**config.mk**
```make
export PLATFORM = sky130hd
export DESIGN_NAME = lp_quiesce_seq
export DESIGN_NICKNAME = d
export VERILOG_FILES = /design/src/rtl/lp_seq_pkg.sv /design/src/rtl/lp_seq_regs.sv /design/src/rtl/lp_settle_timer.sv /design/src/rtl/lp_seq_fsm.sv /design/src/rtl/lp_quiesce_seq.sv
export SDC_FILE = /design/constraint.sdc
export NUM_CORES = 1
export LEC_CHECK = 0
export CORE_ASPECT_RATIO = 0.6
export CORE_MARGIN = 5
export CORE_UTILIZATION = 49
export CTS_BUF_LIST = sky130_fd_sc_hd__clkbuf_8
export DETAILED_ROUTE_END_ITERATION = 10
export PLACE_DENSITY_LB_ADDON = 0.12
export SYNTH_ARGS = -nofsm -noshare
export SYNTH_HDL_FRONTEND = slang
export SYNTH_SLANG_ARGS = --single-unit
```
**constraint.sdc**
```tcl
create_clock -name clk -period 2.3 [get_ports clk]
set_input_delay 0.23 -clock clk [delete_from_list [all_inputs] [get_ports clk]]
set_output_delay 0.23 -clock clk [all_outputs]
set_load 0.005 [all_outputs]
```
**src/rtl/lp_seq_pkg.sv**
```systemverilog
package lp_seq_pkg;
  localparam int PM_W = 2;
  localparam logic [PM_W-1:0] PM_RUN   = 2'b00;
  localparam logic [PM_W-1:0] PM_NAP   = 2'b01;
  localparam logic [PM_W-1:0] PM_SLEEP = 2'b10;

  typedef enum logic [3:0] {
    ST_RUN    = 4'd0,
    ST_ARB    = 4'd1,
    ST_MEMGK  = 4'd2,
    ST_ISO    = 4'd3,
    ST_SLEEP  = 4'd4,
    ST_SETTLE = 4'd5,
    ST_UNISO  = 4'd6,
    ST_MEMREL = 4'd7,
    ST_ARBREL = 4'd8
  } seq_st_t;
endpackage

```
**src/rtl/lp_seq_regs.sv**
```systemverilog
module lp_seq_regs
  import lp_seq_pkg::*;
(
  input  logic            clk,
  input  logic            rst_n,
  input  logic            cfg_we,
  input  logic [PM_W-1:0] cfg_next,
  input  logic            cfg_sleep_en,
  input  logic            cfg_nap_en,
  input  logic            cfg_pwr_off,
  input  logic            commit,
  input  logic            evt_set,
  input  logic            evt_clr,
  output logic [PM_W-1:0] cur_state,
  output logic            pwr_off,
  output logic            evt_pending,
  output logic            permit
);
  logic [PM_W-1:0] next_q, next_d, cur_d;
  logic            slp_q, nap_q, slp_d, nap_d, poff_d, evt_d;

  always_comb begin
    next_d = next_q;
    slp_d  = slp_q;
    nap_d  = nap_q;
    poff_d = pwr_off;
    if (cfg_we) begin
      next_d = cfg_next;
      slp_d  = cfg_sleep_en;
      nap_d  = cfg_nap_en;
      poff_d = cfg_pwr_off;
    end
    cur_d = commit ? next_q : cur_state;
    evt_d = evt_pending;
    if (evt_clr && (cur_state == next_q)) evt_d = 1'b0;
    if (evt_set) evt_d = 1'b1;
  end

  assign permit = ((next_q == PM_SLEEP) && slp_q) || ((next_q == PM_NAP) && nap_q);

  always_ff @(posedge clk or negedge rst_n) begin
    if (!rst_n) begin
      next_q      <= PM_RUN;
      cur_state   <= PM_RUN;
      slp_q       <= 1'b0;
      nap_q       <= 1'b0;
      pwr_off     <= 1'b0;
      evt_pending <= 1'b0;
    end else begin
      next_q      <= next_d;
      cur_state   <= cur_d;
      slp_q       <= slp_d;
      nap_q       <= nap_d;
      pwr_off     <= poff_d;
      evt_pending <= evt_d;
    end
  end
endmodule

```
**src/rtl/lp_settle_timer.sv**
```systemverilog
module lp_settle_timer #(
  parameter int W = 8
) (
  input  logic         clk,
  input  logic         rst_n,
  input  logic         load,
  input  logic [W-1:0] load_val,
  input  logic         run,
  output logic         done
);
  logic [W-1:0] cnt_q, cnt_d;

  always_comb begin
    cnt_d = cnt_q;
    if (load) cnt_d = load_val;
    else if (run && (cnt_q != '0)) cnt_d = cnt_q - 1'b1;
  end

  assign done = (cnt_q == '0);

  always_ff @(posedge clk or negedge rst_n) begin
    if (!rst_n) cnt_q <= '0;
    else        cnt_q <= cnt_d;
  end
endmodule

```
**src/rtl/lp_seq_fsm.sv**
```systemverilog
module lp_seq_fsm
  import lp_seq_pkg::*;
(
  input  logic clk,
  input  logic rst_n,
  input  logic permit,
  input  logic pwr_off,
  input  logic core_qreq_n,
  input  logic arb_stop_ack,
  input  logic mc_stop_ack,
  input  logic gk_stop_ack,
  input  logic wake,
  input  logic tmr_done,
  output logic tmr_load,
  output logic tmr_run,
  output logic core_qack_n,
  output logic arb_stop_req,
  output logic mc_stop_req,
  output logic gk_stop_req,
  output logic mem_clk_stop,
  output logic iso_en,
  output logic ext_quiesce,
  output logic ext_pwr_ctrl,
  output logic busy
);
  seq_st_t st_q, st_d;
  logic    clk_stop_d;

  always_comb begin
    st_d = st_q;
    unique case (st_q)
      ST_RUN:    if (!core_qreq_n && permit)     st_d = ST_ARB;
      ST_ARB:    if (arb_stop_ack)               st_d = ST_MEMGK;
      ST_MEMGK:  if (mc_stop_ack && gk_stop_ack) st_d = ST_ISO;
      ST_ISO:                                    st_d = ST_SLEEP;
      ST_SLEEP:  if (wake)                       st_d = ST_SETTLE;
      ST_SETTLE: if (tmr_done)                   st_d = ST_UNISO;
      ST_UNISO:                                  st_d = ST_MEMREL;
      ST_MEMREL: if (!mc_stop_ack && !gk_stop_ack) st_d = ST_ARBREL;
      ST_ARBREL: if (!arb_stop_ack)              st_d = ST_RUN;
      default:                                   st_d = ST_RUN;
    endcase
  end

  always_comb begin
    clk_stop_d = mem_clk_stop;
    if (st_q == ST_MEMGK && mc_stop_ack) clk_stop_d = 1'b1;
    else if (st_q == ST_UNISO)           clk_stop_d = 1'b0;
  end

  assign tmr_load = (st_q == ST_SLEEP) && wake;
  assign tmr_run  = (st_q == ST_SETTLE);

  always_comb begin
    arb_stop_req = 1'b0;
    mc_stop_req  = 1'b0;
    iso_en       = 1'b0;
    core_qack_n  = 1'b1;
    ext_pwr_ctrl = 1'b1;
    busy         = 1'b1;
    unique case (st_q)
      ST_RUN:    busy = 1'b0;
      ST_ARB:    arb_stop_req = 1'b1;
      ST_MEMGK:  begin arb_stop_req = 1'b1; mc_stop_req = 1'b1; end
      ST_ISO:    begin arb_stop_req = 1'b1; mc_stop_req = 1'b1; iso_en = 1'b1; end
      ST_SLEEP:  begin
                   arb_stop_req = 1'b1; mc_stop_req = 1'b1; iso_en = 1'b1;
                   core_qack_n = 1'b0; ext_pwr_ctrl = !pwr_off; busy = 1'b0;
                 end
      ST_SETTLE: begin
                   arb_stop_req = 1'b1; mc_stop_req = 1'b1; iso_en = 1'b1;
                   core_qack_n = 1'b0;
                 end
      ST_UNISO:  begin arb_stop_req = 1'b1; mc_stop_req = 1'b1; core_qack_n = 1'b0; end
      ST_MEMREL: begin arb_stop_req = 1'b1; core_qack_n = 1'b0; end
      ST_ARBREL: core_qack_n = 1'b0;
      default:   busy = 1'b1;
    endcase
    gk_stop_req = mc_stop_req;
    ext_quiesce = !core_qack_n;
  end

  always_ff @(posedge clk or negedge rst_n) begin
    if (!rst_n) begin
      st_q         <= ST_RUN;
      mem_clk_stop <= 1'b0;
    end else begin
      st_q         <= st_d;
      mem_clk_stop <= clk_stop_d;
    end
  end
endmodule

```
**src/rtl/lp_quiesce_seq.sv**
```systemverilog
module lp_quiesce_seq
  import lp_seq_pkg::*;
#(
  parameter int SETTLE_W = 8
) (
  input  logic                clk,
  input  logic                rst_n,
  input  logic                sw_cfg_we,
  input  logic [1:0]          sw_next,
  input  logic                sw_sleep_en,
  input  logic                sw_nap_en,
  input  logic                sw_pwr_off,
  input  logic                sw_commit,
  input  logic                evt_set,
  input  logic                evt_clr,
  input  logic [SETTLE_W-1:0] settle_cnt,
  input  logic                core_qreq_n,
  output logic                core_qack_n,
  output logic                arb_stop_req,
  input  logic                arb_stop_ack,
  output logic                mc_stop_req,
  input  logic                mc_stop_ack,
  output logic                gk_stop_req,
  input  logic                gk_stop_ack,
  output logic                mem_clk_stop,
  output logic                iso_en,
  output logic                ext_quiesce,
  output logic                ext_pwr_ctrl,
  input  logic                wake,
  output logic                busy,
  output logic [1:0]          cur_state,
  output logic                evt_pending
);
  logic permit, pwr_off, tmr_load, tmr_run, tmr_done;

  lp_seq_regs u_regs (
    .clk(clk), .rst_n(rst_n),
    .cfg_we(sw_cfg_we), .cfg_next(sw_next),
    .cfg_sleep_en(sw_sleep_en), .cfg_nap_en(sw_nap_en), .cfg_pwr_off(sw_pwr_off),
    .commit(sw_commit), .evt_set(evt_set), .evt_clr(evt_clr),
    .cur_state(cur_state), .pwr_off(pwr_off), .evt_pending(evt_pending),
    .permit(permit)
  );

  lp_settle_timer #(.W(SETTLE_W)) u_timer (
    .clk(clk), .rst_n(rst_n),
    .load(tmr_load), .load_val(settle_cnt), .run(tmr_run), .done(tmr_done)
  );

  lp_seq_fsm u_fsm (
    .clk(clk), .rst_n(rst_n),
    .permit(permit), .pwr_off(pwr_off), .core_qreq_n(core_qreq_n),
    .arb_stop_ack(arb_stop_ack), .mc_stop_ack(mc_stop_ack), .gk_stop_ack(gk_stop_ack),
    .wake(wake), .tmr_done(tmr_done),
    .tmr_load(tmr_load), .tmr_run(tmr_run),
    .core_qack_n(core_qack_n), .arb_stop_req(arb_stop_req),
    .mc_stop_req(mc_stop_req), .gk_stop_req(gk_stop_req),
    .mem_clk_stop(mem_clk_stop), .iso_en(iso_en),
    .ext_quiesce(ext_quiesce), .ext_pwr_ctrl(ext_pwr_ctrl), .busy(busy)
  );
endmodule

```
==> impl_results.md <==
- Status: finished clean
- Ant diodes: 0
- Finish-stage setup viols: 0
- Maximum vdd drop: 0.835 mV
- Worst-Skew Late Latency: 260 ps
- Worst r2r path cells: 4
- Cell Chain, Critical Path: or4_4 > o31a_1 > or3_4 > mux2_4
- Commonest non-fill, non-tap cell in the layout: clkdlybuf4s50_1
- Post-CTS Setup Bufs: 0
- IO buf count: 35
- Sequential share of power: 0.333
- CP max stage delay: 560 ps
- DRC: 0
- CP max FO: 6
- Syn_area_per_cell: 10.2 um2
- Final min period: 2200 ps
- Mapped cell area: 1280 um2
- Sw Share: 0.371
- Final nets: 190
- # hold bufs at CTS: 0
- Final period util: 0.955
- Die span in y: 49.6 um
- NetSw: 734 uW
- CTS resizes: 0
- Crit Path Class: flip-flop to flip-flop
- Boundary pin count: 36
- Share of cells above drive strength 1: 0.166
- Global-route wire length before repair: 4960 um
- Detailed Route Iter0 Violations: 60
- Final wirelength: 2830 um
- Area contributors post-synth: dfrtp_1 41%, mux2_2 7.9%, a21oi_1 3.5%
- Least-Margin Pin Slew: 497 ps
- Req. time, crit path: 2450 ps
- Clock H-tree levels: 1
- Max-Cap Viols: 0
- CP Launch Type: flip-flop
- Syn Inst Count: 125
- Inserted Clock Buffers: 3
- LEAKAGE: 0.000657 uW
- Most frequent cells in the layout: 35 x clkdlybuf4s50_1, 20 x dfrtp_1, 10 x nor2_1
- Gr usage total: 0.161
- Die area: 3760 um2
- Worst Clk Skew: 0.933 ps
- Design Area, Final: 1710 um2
- Synth top area share: 0.411
- Chip Width: 75.9 um
- Sequential area share after synthesis: 0.411
- FMAX: 455 MHz
- Vias post-DR: 1074
- Grt total ovfl: 0
- Vias in the first global route: 1020
- FP Rows: 14
- Worst hold slack: 302 ps
- Worst setup EP type: flip-flop
- CTS Buffer Depth: 2
- Area leader, netlist: dfrtp_1
- Area after DPL: 1660 um2
- Root Buffer: clkbuf_8
- Final Hold Viols: 0
- Max-slew headroom: 0.660
- Pwr per Cell Area: 1160 nW/um2
- CTS tree: done
- Arrival time worst endpoint: 2350 ps
- Yosys warns: 0
- Combinational Power Share: 0.544
- Syn_nets: 151
- Area grow syn2layout: 34.0%
- Reg clk slew, reported paths: 80 ps
- Initial antenna violation count: 0
- Pre-antenna DRT Iters: 4
- Clock share of power: 0.123
- Initial Util: 0.510
- Placer Congestion: 0.767
- Min-Delay Path Class: input port to async pin
- Cell internal pwr: 1240 uW
- Post-DRT Antenna Nets: 0
- WL per Instance: 14.5 um
- HPWL after detailed placement: 2140 um
- Yosys reg bits: 21
- Largest net degree at the start of global routing: 22
- Slowest CP cell: or4_4
- RSZ-0062 raised after global routing: false
- Core box area: 2500 um2
- Setup TNS: 0 ps
- Distinct cells, synth: 43
- Pins Over Slew Limit: 0
- Sink Count: 21
- Post-DR vias/cell: 5.51
layer usage:
metal	routed length [um]	track usage
met3	192	0.0655
met1	1380	0.228
met2	1230	0.227
met4	19	0.0355
met5	0	0
metrics by stage:
stage	total power (uW)	instances	setup WS [ps]	utilization
after global placement	1710	191	162	0.664
after floorplan	1340	125	207	-
after detailed placement	1740	191	130	0.664
after global routing	2160	195	59.9	0.683
after CTS	2000	195	61.8	0.683
final	1980	195	103	0.683
logic make-up (layout without fill, tap and decap cells):
group / after synthesis / after routing / share of synthesized area
AOI/OAI and AO/OA: 29 / 29 / 0.154
xor gates and xnor gates: 8 / 8 / 0.0548
adders and majority gates: 2 / 2 / 0.0196
buffers and inverters: 10 / 48 / 0.0470
DFF: 21 / 21 / 0.411
muxes: 12 / 12 / 0.107
and+or+nand+nor: 43 / 43 / 0.207
power by group through the flow:
stage	Clock, uW	Combinational, uW	Sequential [uW]
4_1_cts	251	1090	657
2_1_floorplan	0	737	599
6_report	243	1080	659
5_1_grt	271	1200	689
3_3_place_gp	0	1050	652
3_5_place_dp	0	1080	661
critical path: cells and delay by family (launching register included):
kind | cells | cell delay, ps
and+or+nand+nor | 2 | 990
AOI/OAI and AO/OA | 1 | 350
DFF | 1 | 450
muxes | 1 | 300
registers in the layout, indices dropped and copies added, names as in the netlist:
signal and flops:
u_timer.cnt_q 8, u_fsm.st_q 4, u_regs.cur_state 2, u_regs.next_q 2, u_fsm.mem_clk_stop 1, u_regs.evt_pending 1, u_regs.nap_q 1, u_regs.pwr_off 1
u_regs.slp_q 1
Yosys cell counts, drive strengths merged:
master	instances
dfrtp	21
nor2b	2
xnor2	4
mux2i	2
nand2b	4
ha	2
or3	2
a21o	1
or4b	2
nand4bb	1
o311ai	1
nor2	10
nor3	2
mux2	10
xor2	4
o31ai	2
a211oi	1
o21bai	2
and4bb	1
nand3b	2
nand3	4
a211o	1
nor4	1
or4bb	1
o31a	2
a21oi	9
or2b	1
o211ai	2
a2111oi	1
buf	4
or4	2
a21boi	1
nand2	6
a31oi	5
clkbuf	3
o2bb2ai	1
inv	3
nor4b	1
nand4	1
layout make-up:
class | instances | area [um2]
multi-input cells | 94 | 692
inverters | 3 | 11.3
flip-flops and latches | 21 | 527
fillers | 202 | 793
clock inverters | 1 | 5.00
clock buffers | 3 | 41.3
well taps | 32 | 40.0
repair buffers | 41 | 395
final timing paths:
check                                   start                  to  slack (ps)
max                          u_timer.cnt_q[4]       u_fsm.st_q[0]         100
min                                     rst_n    u_timer.cnt_q[1]         300
max reg2reg                  u_timer.cnt_q[4]       u_fsm.st_q[0]         100
min reg2reg                u_regs.evt_pending  u_regs.evt_pending         500
max in group asynchronous               rst_n       u_fsm.st_q[0]        1760
min in group clk           u_regs.evt_pending  u_regs.evt_pending         500
No activity file was read; power rests on OpenSTA's default activity.
